### src/rtl/fbt_pkg.sv
// Shared constants and controller state encoding for the broadside self-test block.
// Assumes a fixed three-flop core with four inputs and one output.
package fbt_pkg;
    localparam int PAT_W   = 16;
    localparam int CUT_NI  = 4;
    localparam int CUT_NS  = 3;
    localparam logic [PAT_W-1:0] FB_TAPS = 16'hB400; // bits 15,13,12,10

    typedef enum logic [2:0] {
        ST_IDLE    = 3'd0,
        ST_INIT    = 3'd1,
        ST_WALK    = 3'd2,
        ST_LAUNCH  = 3'd3,
        ST_CAPTURE = 3'd4,
        ST_COMPACT = 3'd5,
        ST_DONE    = 3'd6
    } fbt_state_e;
endpackage

### src/rtl/fbt_lfsr.sv
// Pseudo-random pattern source: Fibonacci LFSR shifting toward the MSB.
// Assumes SEED is nonzero, so the register never enters the all-zero lock state.
module fbt_lfsr #(
    parameter int            W    = 16,
    parameter logic [W-1:0]  SEED = 16'hACE1,
    parameter logic [W-1:0]  TAPS = 16'hB400
) (
    input  logic         clk,
    input  logic         rst_n,
    input  logic         load,
    input  logic         step,
    output logic [W-1:0] q
);
    logic fb;

    // Feedback bit is the parity of the tapped positions.
    always_comb fb = ^(q & TAPS);

    // Register update: reseed on reset or load, shift on step.
    always_ff @(posedge clk) begin
        if (!rst_n || load) q <= SEED;
        else if (step)      q <= {q[W-2:0], fb};
    end


    lfsr_nonzero_chk: assert property (@(posedge clk) disable iff (!rst_n) q != '0);
endmodule

### src/rtl/fbt_stall_mod.sv
// Sequence modifier: counts consecutive functional cycles in which the core state
// does not move and, once the count reaches LIM, inverts one input bit.
// Assumes LIM >= 1 and FLIP_BIT < NI.
module fbt_stall_mod #(
    parameter int NI       = 4,
    parameter int NS       = 3,
    parameter int LIM      = 1,
    parameter int FLIP_BIT = 1
) (
    input  logic          clk,
    input  logic          rst_n,
    input  logic          clr,
    input  logic          en,
    input  logic [NI-1:0] vec_in,
    input  logic [NS-1:0] cur_state,
    input  logic [NS-1:0] nxt_state,
    output logic [NI-1:0] vec_out,
    output logic          flip
);
    localparam int            RW    = $clog2(LIM + 1);
    localparam logic [NI-1:0] FMASK = NI'(1) << FLIP_BIT;
    localparam logic [RW-1:0] LIMV  = RW'(LIM);

    logic [RW-1:0] run;

    // Flip decision and modified vector for the current functional cycle.
    always_comb begin
        flip    = en && (run >= LIMV);
        vec_out = flip ? (vec_in ^ FMASK) : vec_in;
    end

    // Run counter: saturating count of unchanged-state cycles.
    always_ff @(posedge clk) begin
        if (!rst_n || clr)            run <= '0;
        else if (en) begin
            if (nxt_state != cur_state) run <= '0;
            else if (run != LIMV)       run <= run + 1'b1;
        end
    end


    no_flip_after_move_chk: assert property (@(posedge clk) disable iff (!rst_n)
        (en && (nxt_state != cur_state)) |=> !flip);
endmodule

### src/rtl/fbt_cut.sv
// Small sequential core under test: three state flops, four inputs, one output.
// STUCK_N1 selects a variant with next-state bit 1 stuck at one (fault injection).
module fbt_cut #(
    parameter int NI       = 4,
    parameter int NS       = 3,
    parameter bit STUCK_N1 = 1'b0
) (
    input  logic          clk,
    input  logic          rst_n,
    input  logic          init,
    input  logic          en,
    input  logic [NI-1:0] vec,
    output logic [NS-1:0] state,
    output logic [NS-1:0] nxt,
    output logic          out
);
    logic n1_good;
    logic n1_used;

    // Combinational next-state and output logic of the core.
    always_comb begin
        n1_good = ~(vec[1] | state[2]);
        nxt[0]  = (vec[0] & state[1]) | (vec[3] & ~state[0]);
        nxt[1]  = n1_used;
        nxt[2]  = (state[0] ^ vec[2]) & ~vec[3];
        out     = (state[0] & vec[1]) | (state[2] ^ vec[3]);
    end

    generate
        if (STUCK_N1) begin : g_stuck
            assign n1_used = 1'b1;
        end else begin : g_good
            assign n1_used = n1_good;
        end
    endgenerate

    // State flops: reset state on reset or init, advance on functional cycles.
    always_ff @(posedge clk) begin
        if (!rst_n || init) state <= '0;
        else if (en)        state <= nxt;
    end


    cut_hold_chk: assert property (@(posedge clk) disable iff (!rst_n)
        (!en && !init) |=> $stable(state));
endmodule

### src/rtl/fbt_misr.sv
// Multiple-input signature register: shifts with LFSR feedback and XORs in a word.
module fbt_misr #(
    parameter int           W    = 16,
    parameter logic [W-1:0] TAPS = 16'hB400
) (
    input  logic         clk,
    input  logic         rst_n,
    input  logic         clr,
    input  logic         fold,
    input  logic [W-1:0] din,
    output logic [W-1:0] sig
);
    // Signature update: clear, or fold one response word.
    always_ff @(posedge clk) begin
        if (!rst_n || clr) sig <= '0;
        else if (fold)     sig <= {sig[W-2:0], ^(sig & TAPS)} ^ din;
    end


    misr_hold_chk: assert property (@(posedge clk) disable iff (!rst_n)
        (!fold && !clr) |=> $stable(sig));
endmodule

### src/rtl/fbt_bist.sv
// Top: sequences INIT, WALK, LAUNCH, CAPTURE and COMPACT for NUM_TESTS tests and
// reports pass when the final signature matches GOLDEN_SIG.
// Assumes WALK_LEN >= 1, NUM_TESTS >= 1, STALL_LIM >= 1 and a nonzero SEED.
module fbt_bist
    import fbt_pkg::*;
#(
    parameter logic [15:0] SEED       = 16'hACE1,
    parameter int          WALK_LEN   = 6,
    parameter int          NUM_TESTS  = 8,
    parameter int          STALL_LIM  = 1,
    parameter int          FLIP_BIT   = 1,
    parameter logic [15:0] GOLDEN_SIG = 16'h0000,
    parameter bit          STUCK_N1   = 1'b0
) (
    input  logic        clk,
    input  logic        rst_n,
    input  logic        start,
    output logic        busy,
    output logic        done,
    output logic        pass,
    output logic [15:0] signature
);
    localparam int WCW = $clog2(WALK_LEN + 1);
    localparam int TCW = $clog2(NUM_TESTS + 1);
    localparam logic [WCW-1:0] WALK_LAST = WCW'(WALK_LEN - 1);
    localparam logic [TCW-1:0] TEST_LAST = TCW'(NUM_TESTS - 1);

    fbt_state_e         st;
    logic [WCW-1:0]     walk_cnt;
    logic [TCW-1:0]     test_cnt;
    logic               cut_en;
    logic               out_q;
    logic [PAT_W-1:0]   pat;
    logic [CUT_NI-1:0]  vec_mod;
    logic [CUT_NS-1:0]  cut_state;
    logic [CUT_NS-1:0]  cut_nxt;
    logic               cut_out;
    logic               flip;
    logic [PAT_W-1:0]   resp_word;

    // Functional-cycle enable and response word built from capture results.
    always_comb begin
        cut_en    = (st == ST_WALK) || (st == ST_LAUNCH) || (st == ST_CAPTURE);
        resp_word = {{(PAT_W-CUT_NS-1){1'b0}}, out_q, cut_state};
    end

    // Controller state machine with walk and test counters.
    always_ff @(posedge clk) begin
        if (!rst_n) begin
            st       <= ST_IDLE;
            walk_cnt <= '0;
            test_cnt <= '0;
        end else begin
            case (st)
                ST_IDLE, ST_DONE: if (start) st <= ST_INIT;
                ST_INIT: begin
                    walk_cnt <= '0;
                    test_cnt <= '0;
                    st       <= ST_WALK;
                end
                ST_WALK: begin
                    if (walk_cnt == WALK_LAST) begin
                        walk_cnt <= '0;
                        st       <= ST_LAUNCH;
                    end else begin
                        walk_cnt <= walk_cnt + 1'b1;
                    end
                end
                ST_LAUNCH:  st <= ST_CAPTURE;
                ST_CAPTURE: st <= ST_COMPACT;
                ST_COMPACT: begin
                    if (test_cnt == TEST_LAST) begin
                        st <= ST_DONE;
                    end else begin
                        test_cnt <= test_cnt + 1'b1;
                        st       <= ST_WALK;
                    end
                end
                default: st <= ST_IDLE;
            endcase
        end
    end

    // Capture-cycle output register for compaction.
    always_ff @(posedge clk) begin
        if (!rst_n)                out_q <= 1'b0;
        else if (st == ST_CAPTURE) out_q <= cut_out;
    end

    fbt_lfsr #(.W(PAT_W), .SEED(SEED), .TAPS(FB_TAPS)) u_lfsr (
        .clk   (clk),
        .rst_n (rst_n),
        .load  (st == ST_INIT),
        .step  (cut_en),
        .q     (pat)
    );

    fbt_stall_mod #(.NI(CUT_NI), .NS(CUT_NS), .LIM(STALL_LIM), .FLIP_BIT(FLIP_BIT)) u_stall (
        .clk       (clk),
        .rst_n     (rst_n),
        .clr       (st == ST_INIT),
        .en        (cut_en),
        .vec_in    (pat[CUT_NI-1:0]),
        .cur_state (cut_state),
        .nxt_state (cut_nxt),
        .vec_out   (vec_mod),
        .flip      (flip)
    );

    fbt_cut #(.NI(CUT_NI), .NS(CUT_NS), .STUCK_N1(STUCK_N1)) u_cut (
        .clk   (clk),
        .rst_n (rst_n),
        .init  (st == ST_INIT),
        .en    (cut_en),
        .vec   (vec_mod),
        .state (cut_state),
        .nxt   (cut_nxt),
        .out   (cut_out)
    );

    fbt_misr #(.W(PAT_W), .TAPS(FB_TAPS)) u_misr (
        .clk   (clk),
        .rst_n (rst_n),
        .clr   (st == ST_INIT),
        .fold  (st == ST_COMPACT),
        .din   (resp_word),
        .sig   (signature)
    );

    // Status outputs decoded from the controller state.
    always_comb begin
        busy = (st != ST_IDLE) && (st != ST_DONE);
        done = (st == ST_DONE);
        pass = done && (signature == GOLDEN_SIG);
    end


    launch_after_walk_chk: assert property (@(posedge clk) disable iff (!rst_n)
        (st == ST_LAUNCH) |-> ($past(st) == ST_WALK));

    capture_after_launch_chk: assert property (@(posedge clk) disable iff (!rst_n)
        (st == ST_CAPTURE) |-> ($past(st) == ST_LAUNCH));

    done_hold_chk: assert property (@(posedge clk) disable iff (!rst_n)
        (done && !start) |=> (done && $stable(signature)));

    flip_only_functional_chk: assert property (@(posedge clk) disable iff (!rst_n)
        flip |-> busy);
endmodule

### config.mk
export PLATFORM = sky130hd
export DESIGN_NAME = fbt_bist
export DESIGN_NICKNAME = d
export VERILOG_FILES = /design/src/rtl/fbt_pkg.sv /design/src/rtl/fbt_lfsr.sv /design/src/rtl/fbt_stall_mod.sv /design/src/rtl/fbt_cut.sv /design/src/rtl/fbt_misr.sv /design/src/rtl/fbt_bist.sv
export SDC_FILE = /design/constraint.sdc
export NUM_CORES = 1
export LEC_CHECK = 0
export BUFFER_PORTS_ARGS = -buffer_cell sky130_fd_sc_hd__buf_4
export CORE_ASPECT_RATIO = 0.75
export CORE_MARGIN = 2
export CORE_UTILIZATION = 58
export CTS_CLUSTER_SIZE = 14
export DETAILED_ROUTE_END_ITERATION = 16
export PLACE_DENSITY = 0.81
export REMOVE_ABC_BUFFERS = 1
export SETUP_SLACK_MARGIN = 0.1
export SYNTH_ARGS = -nofsm -noshare
export SYNTH_HDL_FRONTEND = slang
export SYNTH_SLANG_ARGS = --single-unit
### constraint.sdc
create_clock -name clk -period 1.85 [get_ports clk]
set_clock_uncertainty 0.2 [all_clocks]
set_input_delay 0.0925 -clock clk [delete_from_list [all_inputs] [get_ports clk]]
set_output_delay 0.0925 -clock clk [all_outputs]
set_load 0.05 [all_outputs]
# Yosys cells after proc, flatten, opt, wreduce, memory -nomap -nowiden
# Index checks and enable logic that the tools add are counted.
# W data, S select, Z words.
dict set report word_totals {
  wordCells 67
  register_bits 47
}
dict set report op_classes {
  eq_ne 13
  n_mux 11
  reduce_logical 17
  magnitude_cmp 1
  add_sub_neg 3
  bitwise_logic 14
}
# operator n
set op_table {}
lappend op_table {{$reduce_xor A16 Y1} 2}
lappend op_table {{$pmux W3 S6} 1}
lappend op_table {{$logic_not A16 Y1} 1}
lappend op_table {{$xor A16 B4 Y16} 1}
lappend op_table {{$eq A3 B3 Y1 const B} 4}
lappend op_table {{$mux W3} 4}
lappend op_table {{$pmux W4 S2} 1}
lappend op_table {{$eq A3 B2 Y1 const B} 2}
lappend op_table {{$pmux W3 S2} 1}
lappend op_table {{$add A4 B1 Y4 const B} 1}
lappend op_table {{$and A1 B1 Y1} 4}
lappend op_table {{$eq A4 B3 Y1 const B} 1}
lappend op_table {{$mux W4} 1}
lappend op_table {{$ne A2 B2 Y1 const B} 2}
lappend op_table {{$not A1 Y1} 4}
lappend op_table {{$reduce_and A2 Y1} 2}
lappend op_table {{$reduce_bool A2 Y1} 2}
lappend op_table {{$add A3 B1 Y3 const B} 1}
lappend op_table {{$eq A3 B1 Y1 const B} 1}
lappend op_table {{$logic_and A1 B1 Y1} 3}
lappend op_table {{$logic_not A3 Y1} 1}
lappend op_table {{$logic_or A1 B1 Y1} 3}
lappend op_table {{$ne A3 B3 Y1} 1}
lappend op_table {{$ne A3 B3 Y1 const B} 1}
lappend op_table {{10 further kinds} 14}

# Logic depth before layout (Yosys ltp)
dict set report logic_depth {
  word_depth 9
  ltp_mapped 7
  mapped_depth_nobuf 6
}

# Hierarchy
# A second synthesis with hierarchy kept.
dict set report unflattened {
  cells_unflattened 250
  hier_area_um2 2309.7
}
# module seq_area_each_um2 cells_each n_inst area_each_um2
set by_module_without_submodules {}
lappend by_module_without_submodules {fbt_misr 320.3 74 1 732.0}
lappend by_module_without_submodules {fbt_bist 220.2 85 1 674.4}
lappend by_module_without_submodules {fbt_lfsr 320.3 57 1 611.8}
lappend by_module_without_submodules {fbt_cut 60.1 22 1 180.2}
lappend by_module_without_submodules {fbt_stall_mod 20.0 12 1 111.4}

# Least setup slack after synthesis
# OpenSTA, ideal clock, no wires.
dict set report synth_timing {
  kind {flip-flop to output port}
  startpoint {register st[1]}
  endpoint {output pass}
  stages_incl_launch_ff 6
  path_slack_ps -498
  t_required_ps 1558
  arrival_time_ps 2056
  cell_sequence {dfxtp_1 > buf_6 > clkbuf_1 > and3_1 > nand4_1 > nor2_1}
}
dict set report synth_between {
  elab_chain_cells 2
}
# element line
set synth_lines {}
lappend synth_lines {{start: declaration} fbt_bist.sv:28} ;# fbt_state_e st;
lappend synth_lines {{start signal: assignment} fbt_bist.sv:50} ;# st <= ST_IDLE;
lappend synth_lines {{start signal: assignment} fbt_bist.sv:55} ;# ST_IDLE, ST_DONE: if (start) st <= ST_INIT;
lappend synth_lines {{start signal: assignment} fbt_bist.sv:59} ;# st <= ST_WALK;
lappend synth_lines {{$eq A3 B3 Y1} fbt_bist.sv:133} ;# done = (st == ST_DONE);
lappend synth_lines {{via done} fbt_bist.sv:19} ;# output logic done,
lappend synth_lines {{$logic_and A1 B1 Y1} fbt_bist.sv:134} ;# pass = done && (signature == GOLDEN_SIG);
lappend synth_lines {{end: declaration} fbt_bist.sv:20} ;# output logic pass,
# The timed path passes the listed nets, and every way through them passes these cells.

# Worst setup path after layout
dict set report layout_timing {
  startpoint {register st[2]}
  endpoint {output pass}
}
dict set report layout_between {
  elab_chain_cells 2
}
# element line
set layout_lines {}
lappend layout_lines {{$eq A3 B3 Y1} fbt_bist.sv:133}
lappend layout_lines {{$logic_and A1 B1 Y1} fbt_bist.sv:134}
# Every way passes these cells.

==> qor.yml <==
slowest_stage: "dfxtp_2"
final_core_util_pct: 72.77
cellPowerDensity_mw_per_mm2: 780.7
h-tree-depth: 2
vias: 1909
clock-root-buffer: "clkbuf_8"
crit_path_start_kind: "flop"
netlist_area_mm2: 0.002242
status: "finished, final reports clean"
crit_fanout: 23
crit_type: "reg -> out"
drtPass1Iterations: 4
yosys.cell_types.count: 42
synth_seq_cells: 47
worst_pin_slew_ns: 0.5283
worstHoldPathCells: 2
layout_common_cells: "nand2_1, dfxtp_1, buf_4"
io_buffers: 21
clk_latency_ns: 0.29
finalMaxSlewViolations: 0
synth-async-reset-ratio_pct: 0
crit_required_ns: 1.56
grt.busiest_layer: "met1"
finalCriticalPeriod_ns: 1.737
grt_pass1_wl_um: 7562
grt_pass1_vias: 1679
worstHoldStart: "u_lfsr.q[14]$_SDFFE_PP0N_"
route.detailed.drc: 0
hold_class: "reg -> reg"
seq_area_frac_synth_pct: 41.96
grt_max_degree: 30
finalHoldViolations: 0
timing.rr.start: "st[0]$_SDFFE_PN0P_"
antenna_cells: 0
crit_path_end_kind: "output pin"
r2r_cells: 6
coreArea_mm2: 0.003685
cap_viol_max_count: 0
die_area_mm2: 0.004384
core.rowCount: 19
cts_inserted_buffers: 5
cts_sinks: 47
die_w_um: 75.80
p_sw_share_pct: 24.81
ant_nets: 0
use_met3_pct: 4.696
yosys_warnings: 0
area.growth.synth_to_final_pct: 19.59
die_h_um: 57.85
switchingPower_uw: 519.2
postRouteWirelength_um: 4476
total_leakage_power_nw: 1.052
slowest_delay_ns: 0.37
final_common_cell: "nand2_1"
worstReg2RegEnd: "test_cnt[3]$_SDFFE_PN0P_"
grtUsageMet1_pct: 33.22
irDropWorstVdd_mv: 0.5923
crit_chain: "buf_12 > and3_4 > nand4_1 > nor2_2 > buf_6"
drive_above_1_share_pct: 18.81
fmax_ghz: 0.5757
holdPathEnd: "u_lfsr.q[14]$_SDFFE_PP0N_"
wl_per_cell_um: 12.61
grt_usage_pct: 22.17
power_frac_clock_pct: 34.4
netlist_instances: 277
cts.clk_slew.worst_paths_ns: 0.08
avgSynthCellArea_um2: 8.094
arrival_ns: 1.44
power.internal_mw: 1.574
clockBufferDepth: 2
start_util_pct: 60.85
whs_ns: 0.2601
fill_cells: 276
cts_tree: "yes"
grt_overflow: 0
p_comb_share_pct: 14.0
grt_setup_unrepaired: "true"
slew-limit-headroom_pct: 64.74
regToRegSetupSlack_ns: 0.18
viasPerCell: 5.377
synthFlopType: "dfxtp_1"
io_pins: 22
setup_viol: 0
nets: 308
finalCritPeriodShare_pct: 93.89
power_frac_seq_pct: 51.7
place.gp.congestion: 0.8078
antenna_found_initial: 0
dp_hpwl_um: 3024
drt_first_iter_violations: 107
synth_edf_count: 0
grt_use_met2_pct: 31.90
## cell families after synthesis
family / Yosys count / share of synthesized area [%]
and+or+nand+nor: 130 / 28.46
AOI/OAI and AO/OA: 56 / 15.96
DFF: 47 / 41.96
buffers and inverters: 24 / 5.245
xor gates and xnor gates: 15 / 5.860
muxes: 3 / 1.395
adders and majority gates: 2 / 1.116
## cell usage after synthesis (all sizes together), types with 4 or more instances
library cell | instances | area share (%)
nand2 | 53 | 8.9
dfxtp | 47 | 42
nand3 | 22 | 4.9
nor2 | 17 | 3.0
a21oi | 16 | 3.6
a21boi | 15 | 5.0
buf | 10 | 2.9
clkbuf | 10 | 1.7
o21ai | 10 | 2.2
nor2b | 9 | 2.5
xor2 | 8 | 3.1
a22oi | 7 | 2.3
xnor2 | 7 | 2.7
nand2b | 6 | 2.0
and2 | 5 | 1.4
inv | 4 | 0.67
## stage by stage
stage               setup slack (ns)  setup TNS (ns)  cell area (µm²)  instances  total power [mW]
global route                 0.04520               0             2681        355             2.189
CTS                          0.08850               0             2628        353             2.091
detailed placement          0.009231               0             2467        344             1.365
finish                        0.1130               0             2681        355             2.093
floorplan                    -0.6088          -5.400             2140        257             1.277
global placement             0.03940               0             2467        344             1.360
## critical path, delay by kind of cell, from the launching register on
kind,cells,cell delay (ns)
AND/OR/NAND/NOR,3,0.45
buffers and inverters,2,0.33
flip-flops,1,0.37
## flip-flops by register name, indices dropped and copies added (netlist names)
name and cells:
test_cnt 4, u_misr.sig 16, walk_cnt 3, u_stall.run 1, st 3, out_q 1, u_cut.state 3, u_lfsr.q 16
## cell type report
class / count / area (µm²) / share of cell area, %
multi-input cells: 206 / 1201 / 44.80
flip-flops and latches: 47 / 945.9 / 35.28
repair buffers: 39 / 346.6 / 12.93
clock buffers: 6 / 72.57 / 2.706
well taps: 52 / 65.06 / 2.427
clock inverters: 1 / 30.03 / 1.120
inverters: 4 / 20.02 / 0.7466
## what timing repair did
| item | in CTS | in global routing |
|---|---|---|
| hold endpoints to repair | 27 | 0 |
| gates resized for setup | 13 | 8 |
| hold buffers | 2 | 0 |
| pin swaps | 1 | 2 |
| setup endpoints to repair | 9 | 5 |
| setup buffers | 0 | 2 |
## worst max path at each step
stage                       startpoint                       end  slack (ns)
floorplan           st[2]$_SDFFE_PN0P_                      pass       -0.61
global placement    st[2]$_SDFFE_PN0P_  u_lfsr.q[0]$_SDFFE_PP1N_        0.04
global route        st[2]$_SDFFE_PN0P_                      pass        0.05
detailed placement  st[2]$_SDFFE_PN0P_  u_lfsr.q[0]$_SDFFE_PP1N_       0.009
finish              st[2]$_SDFFE_PN0P_                      pass        0.11
CTS                 st[0]$_SDFFE_PN0P_                      pass        0.09
## per-layer routing
metal	vias up	share of wire, %
li1	989	-
met3	4	3.4
met5	-	0
met2	38	44
met1	878	51
met4	0	0.94
## power groups by stage
stage / Clock [mW] / Combinational [mW] / Sequential (mW)
4_1_cts: 0.736 / 0.276 / 1.08
3_5_place_dp: 0 / 0.264 / 1.10
5_1_grt: 0.777 / 0.325 / 1.09
6_report: 0.720 / 0.292 / 1.08
2_1_floorplan: 0 / 0.170 / 1.11
3_3_place_gp: 0 / 0.260 / 1.10
Note: power is estimated with default switching activity, not from simulation.
